## config.mk

```make
export PLATFORM = sky130hd
export DESIGN_NAME = quad_pwm_gen
export DESIGN_NICKNAME = d
export VERILOG_FILES = /design/src/rtl/quad_pwm_pkg.sv /design/src/rtl/pwm_prescaler.sv /design/src/rtl/pwm_timebase.sv /design/src/rtl/pwm_channel.sv /design/src/rtl/quad_pwm_gen.sv
export SDC_FILE = /design/constraint.sdc
export NUM_CORES = 1
export LEC_CHECK = 0
export ABC_AREA = 0
export CORE_MARGIN = 2
export CORE_UTILIZATION = 46
export CTS_CLUSTER_SIZE = 14
export DETAILED_ROUTE_END_ITERATION = 12
export PLACE_DENSITY = 0.65
export SLEW_MARGIN = 20
export SYNTH_ARGS = -nofsm -noshare
export SYNTH_HDL_FRONTEND = slang
export SYNTH_SLANG_ARGS = --single-unit
```

## constraint.sdc

```tcl
create_clock -name clk -period 12.1 [get_ports clk]
set_input_delay 1.21 -clock clk [delete_from_list [all_inputs] [get_ports clk]]
set_output_delay 1.21 -clock clk [all_outputs]
set_load 0.05 [all_outputs]
```

## src/rtl/quad_pwm_pkg.sv

```systemverilog
package quad_pwm_pkg;
  typedef enum logic { CNT_EDGE = 1'b0, CNT_CENTER = 1'b1 } cnt_shape_e;
  typedef enum logic { DIR_UP = 1'b0, DIR_DOWN = 1'b1 } cnt_dir_e;
endpackage

```

## src/rtl/pwm_prescaler.sv

```systemverilog
module pwm_prescaler #(
  parameter int PRE_W = 3
) (
  input  logic             clk,
  input  logic             rst_n,
  input  logic             run,
  input  logic [PRE_W-1:0] sel,
  output logic             tick
);
  localparam int DIV_W = (1 << PRE_W) - 1;

  logic [DIV_W-1:0] div_q;
  logic [DIV_W:0]   span;
  logic [DIV_W-1:0] mask;

  // mask has sel low ones; tick fires when those bits of the divider are all set
  always_comb begin
    span = ({{DIV_W{1'b0}}, 1'b1} << sel) - {{DIV_W{1'b0}}, 1'b1};
    mask = span[DIV_W-1:0];
    tick = run && ((div_q & mask) == mask);
  end

  always_ff @(posedge clk or negedge rst_n) begin
    if (!rst_n)   div_q <= '0;
    else if (!run) div_q <= '0;
    else          div_q <= div_q + {{(DIV_W-1){1'b0}}, 1'b1};
  end
endmodule

```

## src/rtl/pwm_timebase.sv

```systemverilog
module pwm_timebase
  import quad_pwm_pkg::*;
#(
  parameter int VAL_W = 15
) (
  input  logic             clk,
  input  logic             rst_n,
  input  logic             run,
  input  logic             tick,
  input  logic [VAL_W-1:0] top_in,
  input  cnt_shape_e       shape_in,
  output logic [VAL_W-1:0] cnt,
  output logic [VAL_W-1:0] act_top,
  output cnt_shape_e       act_shape,
  output logic             load,
  output logic             period_end
);
  localparam logic [VAL_W-1:0] ONE = {{(VAL_W-1){1'b0}}, 1'b1};

  cnt_dir_e         dir_q, dir_nxt;
  logic [VAL_W-1:0] nxt;
  logic             wrap;

  always_comb begin
    nxt     = cnt;
    dir_nxt = dir_q;
    if (act_shape == CNT_EDGE) begin
      if (act_top <= ONE || cnt == act_top - ONE) nxt = '0;
      else                                       nxt = cnt + ONE;
      dir_nxt = DIR_UP;
    end else begin
      if (act_top == '0)                     nxt = '0;
      else if (dir_q == DIR_UP && cnt < act_top) nxt = cnt + ONE;
      else                                   nxt = cnt - ONE;
      if (nxt == '0)                               dir_nxt = DIR_UP;
      else if (dir_q == DIR_UP && cnt >= act_top)  dir_nxt = DIR_DOWN;
    end
  end

  assign wrap = tick && (nxt == '0);
  assign load = !run || wrap;

  always_ff @(posedge clk or negedge rst_n) begin
    if (!rst_n) begin
      cnt        <= '0;
      dir_q      <= DIR_UP;
      act_top    <= '0;
      act_shape  <= CNT_EDGE;
      period_end <= 1'b0;
    end else if (!run) begin
      cnt        <= '0;
      dir_q      <= DIR_UP;
      act_top    <= top_in;
      act_shape  <= shape_in;
      period_end <= 1'b0;
    end else begin
      period_end <= wrap;
      if (tick) begin
        cnt   <= nxt;
        dir_q <= dir_nxt;
      end
      if (wrap) begin
        act_top   <= top_in;
        act_shape <= shape_in;
      end
    end
  end
endmodule

```

## src/rtl/pwm_channel.sv

```systemverilog
module pwm_channel #(
  parameter int DATA_W = 16
) (
  input  logic              clk,
  input  logic              rst_n,
  input  logic              run,
  input  logic              load,
  input  logic [DATA_W-1:0] word_in,
  input  logic [DATA_W-2:0] cnt,
  input  logic [DATA_W-2:0] act_top,
  output logic              out
);
  localparam int VAL_W = DATA_W - 1;

  logic [DATA_W-1:0] word_q;
  logic [VAL_W-1:0]  duty;
  logic              invert;
  logic              active;

  always_ff @(posedge clk or negedge rst_n) begin
    if (!rst_n)    word_q <= '0;
    else if (load) word_q <= word_in;
  end

  always_comb begin
    duty   = word_q[VAL_W-1:0];
    invert = word_q[DATA_W-1];
    active = (duty != '0) && ((duty >= act_top) || (cnt < duty));
    out    = run && (active ^ invert);
  end
endmodule

```

## src/rtl/quad_pwm_gen.sv

```systemverilog
module quad_pwm_gen
  import quad_pwm_pkg::*;
#(
  parameter int NUM_CH = 4,
  parameter int DATA_W = 16,
  parameter int PRE_W  = 3
) (
  input  logic                     clk,
  input  logic                     rst_n,
  input  logic                     enable,
  input  logic [PRE_W-1:0]         prescale,
  input  logic                     center_mode,
  input  logic [DATA_W-2:0]        top_value,
  input  logic [NUM_CH*DATA_W-1:0] cmp_words,
  output logic [NUM_CH-1:0]        pwm_out,
  output logic                     period_end
);
  localparam int VAL_W = DATA_W - 1;

  logic             tick;
  logic             load;
  logic [VAL_W-1:0] cnt;
  logic [VAL_W-1:0] act_top;
  cnt_shape_e       act_shape;
  cnt_shape_e       shape_in;

  assign shape_in = center_mode ? CNT_CENTER : CNT_EDGE;

  pwm_prescaler #(.PRE_W(PRE_W)) u_pre (
    .clk(clk), .rst_n(rst_n), .run(enable), .sel(prescale), .tick(tick)
  );

  pwm_timebase #(.VAL_W(VAL_W)) u_tb (
    .clk(clk), .rst_n(rst_n), .run(enable), .tick(tick),
    .top_in(top_value), .shape_in(shape_in),
    .cnt(cnt), .act_top(act_top), .act_shape(act_shape),
    .load(load), .period_end(period_end)
  );

  for (genvar g = 0; g < NUM_CH; g++) begin : g_ch
    pwm_channel #(.DATA_W(DATA_W)) u_ch (
      .clk(clk), .rst_n(rst_n), .run(enable), .load(load),
      .word_in(cmp_words[g*DATA_W +: DATA_W]),
      .cnt(cnt), .act_top(act_top), .out(pwm_out[g])
    );
  end
endmodule

```

==> metrics.cfg <==
[sta]
post-route-min-period_ns = 5.14
whs_ns = 0.518
hold_viol = 0
clock_skew_ns = 0.0120
slew_headroom = 0.382
maxSlewViolCount = 0
fmaxAchievable_mhz = 195
setup_viol = 0
tightest_slew_ns = 0.927
rsz0062_at_grt = no
timing.final.crit_share = 0.425
setup-tns-final_ns = 0

[floorplan]
core_sq_um = 20400
die_x_um = 148
boundaryPins = 91
die-area_sq_um = 22000
rows = 52
die_h_um = 148
start_util = 0.470

[status]
status = finished clean

[final_layout]
area_delta_synth_final_pct = 13.4
diodes = 0
fillers = 1881
drive_gt1_frac = 0.118
final_common_cell = ha_1
final_nets = 1268
final_cell_mix = ha_1, dfrtp_1, clkdlybuf4s50_1, inv_1, mux2_4

[yosys]
async_reset_ff_frac = 1.00
ys.flop_type = dfrtp_1
syn-instance-count = 987
synth_top_area_frac = 0.272
yosysTopAreaCell = dfrtp_1
synth_edf_count = 0
syn_area_per_cell_sq_um = 9.70
synthTopCellsByArea = dfrtp_1, ha_1, mux2_4
syn-num-nets = 1209
ys_seq_area_frac = 0.272
ys_warn_count = 0
yosys.cell_types.count = 69
synth_seq_cells = 104
syn_area_sq_um = 9580

[routing]
wl_um = 26700
wl_per_cell_um = 20.2
viasPerCell = 5.99
vias = 7915
drc = 0
dr.pass1.iters = 6
drt_iter0_drc = 656
final_antenna_net_count = 0

[worst_setup_path]
worstSetupStartpointType = flop
end_kind = primary output
crit_chain = ha_1 -> a21o_1 -> a21o_1 -> a21oi_1 -> nand2b_1 -> a211oi_1 -> o211ai_1 -> a21o_1 -> a21oi_1 -> clkdlybuf4s50_1
required_ns = 10.89
critical-path-max-stage-delay_ns = 0.91
critPathBufInv = 1
cp_top_family = compound AO/OA/AOI/OAI gates
crit_fanout = 17
cpMostUsedCell = a21o_1
crit_arrival_ns = 3.93
slowest_stage = dfrtp_1
crit_type = reg -> out

[global_routing]
grt_pass1_vias = 7863
antenna_found_initial = 0
grt-ovfl-total = 0
grt_start_max_net_pins = 55
grt_usage = 0.248
grt_pass1_wl_um = 42400

[placed_design]
routabilityCongestion = 0.924
portBuffers = 90
hpwl_um = 18400

[clock_tree]
cts_max_level = 3
clk_pin_slew_ns = 0.08
clock_path_buffers = 2
post_cts_resized = 0
numCtsBuffers = 9
insertion_delay_ns = 0.37
tritoncts = done
post-cts-setup-buffer-count = 0
cts_root_buffer = clkbuf_16
hold_buffers = 0
clkSinkCount = 104

[pwr]
power_density_nw_per_um2 = 100
p_leak_uw = 0.00539
ir_worst_vdd_uv = 57.4

[min_path]
min_path_type = reg -> reg

[run]
maxCapViolations = 0

[worst register-to-register path: stages, from the launching register on]
cell,delay [ns]
dfrtp_1,0.96
ha_1,0.40
a21oi_1,0.15
a21oi_1,0.08
o31ai_1,0.23
buf_4,0.22
and2_1,0.57
mux2i_1,0.30
xnor2_1,0.18
nor2_1,0.14
o41ai_4,0.36
buf_4,0.67
mux2_4,0.43
[state kept, by name, indices dropped and copies added (netlist names)]
| signal | flops |
|---|---|
| u_tb.act_shape | 1 |
| u_tb.dir_q | 1 |
| u_tb.period_end | 1 |
| u_tb.cnt | 15 |
| g_ch.u_ch.word_q | 64 |
| u_tb.act_top | 15 |
| u_pre.div_q | 7 |
[final timing paths]
path | startpoint | to | slack [ns] | cells past startpoint
hold reg to reg | u_pre.div_q[0] | u_pre.div_q[0] | 0.52 | 1
hold / removal | u_pre.div_q[0] | u_pre.div_q[0] | 0.52 | 1
setup reg to reg | u_tb.cnt[2] | g_ch[3].u_ch.word_q[2] | 7.29 | 12
min in group asynchronous | rst_n | g_ch[2].u_ch.word_q[14] | 0.88 | 1
max in group asynchronous | rst_n | g_ch[1].u_ch.word_q[1] | 10.09 | 2
setup / recovery | u_tb.cnt[8] | pwm_out[3] | 6.96 | 10
[synthesized netlist by cell type, types with 6 or more instances]
library cell  count
a211oi_1         12
a21o_1           47
a21oi_1          41
a31oi_1           9
and2_1            6
buf_2             6
buf_8             8
clkbuf_1         32
dfrtp_1         104
ha_1            136
inv_1            85
mux2_4           80
mux2i_1           7
nand2_1          29
nand2b_1         13
nand3_1          24
nand4_1          33
nor2_1           45
nor2b_1           9
nor3_1           24
nor4_1           23
o211ai_1         10
o21a_1           27
o21ai_0          34
o41ai_1           6
or3_1            11
xnor2_1          22
xor2_1           17
[power by group]
group          internal, uW  switching [uW]  leakage [uW]
registers               378            56.5       0.00127
logic                   182             178       0.00399
clock network           144             153      0.000139
total                   704             387       0.00539
[stage by stage]
step / total power [uW] / area (sq um) / cells / setup slack, ns / utilization
after CTS: 1090 / 10900 / 1321 / 6.96 / 0.533
after floorplan: 682 / 9580 / 987 / 8.12 / -
final: 1090 / 10900 / 1321 / 6.96 / 0.533
after global placement: 789 / 10600 / 1305 / 7.25 / 0.519
after global routing: 1150 / 10900 / 1321 / 6.75 / 0.533
after detailed placement: 795 / 10600 / 1305 / 7.22 / 0.519
[per-layer routing]
| layer | vias up | track usage | wire [um] |
|---|---|---|---|
| li1 | 3764 | - | - |
| met1 | 3804 | 0.333 | 12100 |
| met2 | 297 | 0.403 | 12200 |
| met3 | 50 | 0.0359 | 1600 |
| met4 | 0 | 0.100 | 817 |
| met5 | - | 0 | 0 |
[layout make-up]
| class | count | area, sq um | share of cell area |
|---|---|---|---|
| Clock inverter | 7 | 58.8 | 0.00541 |
| Inverter | 85 | 319 | 0.0294 |
| Multi-Input combinational cell | 745 | 6340 | 0.583 |
| Tap cell | 270 | 338 | 0.0311 |
| Timing Repair Buffer | 101 | 981 | 0.0903 |
| Clock buffer | 9 | 225 | 0.0207 |
| Sequential cell | 104 | 2600 | 0.240 |
[logic make-up (layout without fill, tap and decap cells)]
| group | after synthesis | after routing | share of synthesized area |
|---|---|---|---|
| buf+inv | 138 | 202 | 0.0670 |
| simple gates | 247 | 247 | 0.142 |
| flops | 104 | 104 | 0.272 |
| compound gates | 235 | 235 | 0.172 |
| mux | 88 | 88 | 0.134 |
| fa+ha+maj | 136 | 136 | 0.178 |
| xor+xnor | 39 | 39 | 0.0357 |
No activity file was read; power rests on OpenSTA's default activity.
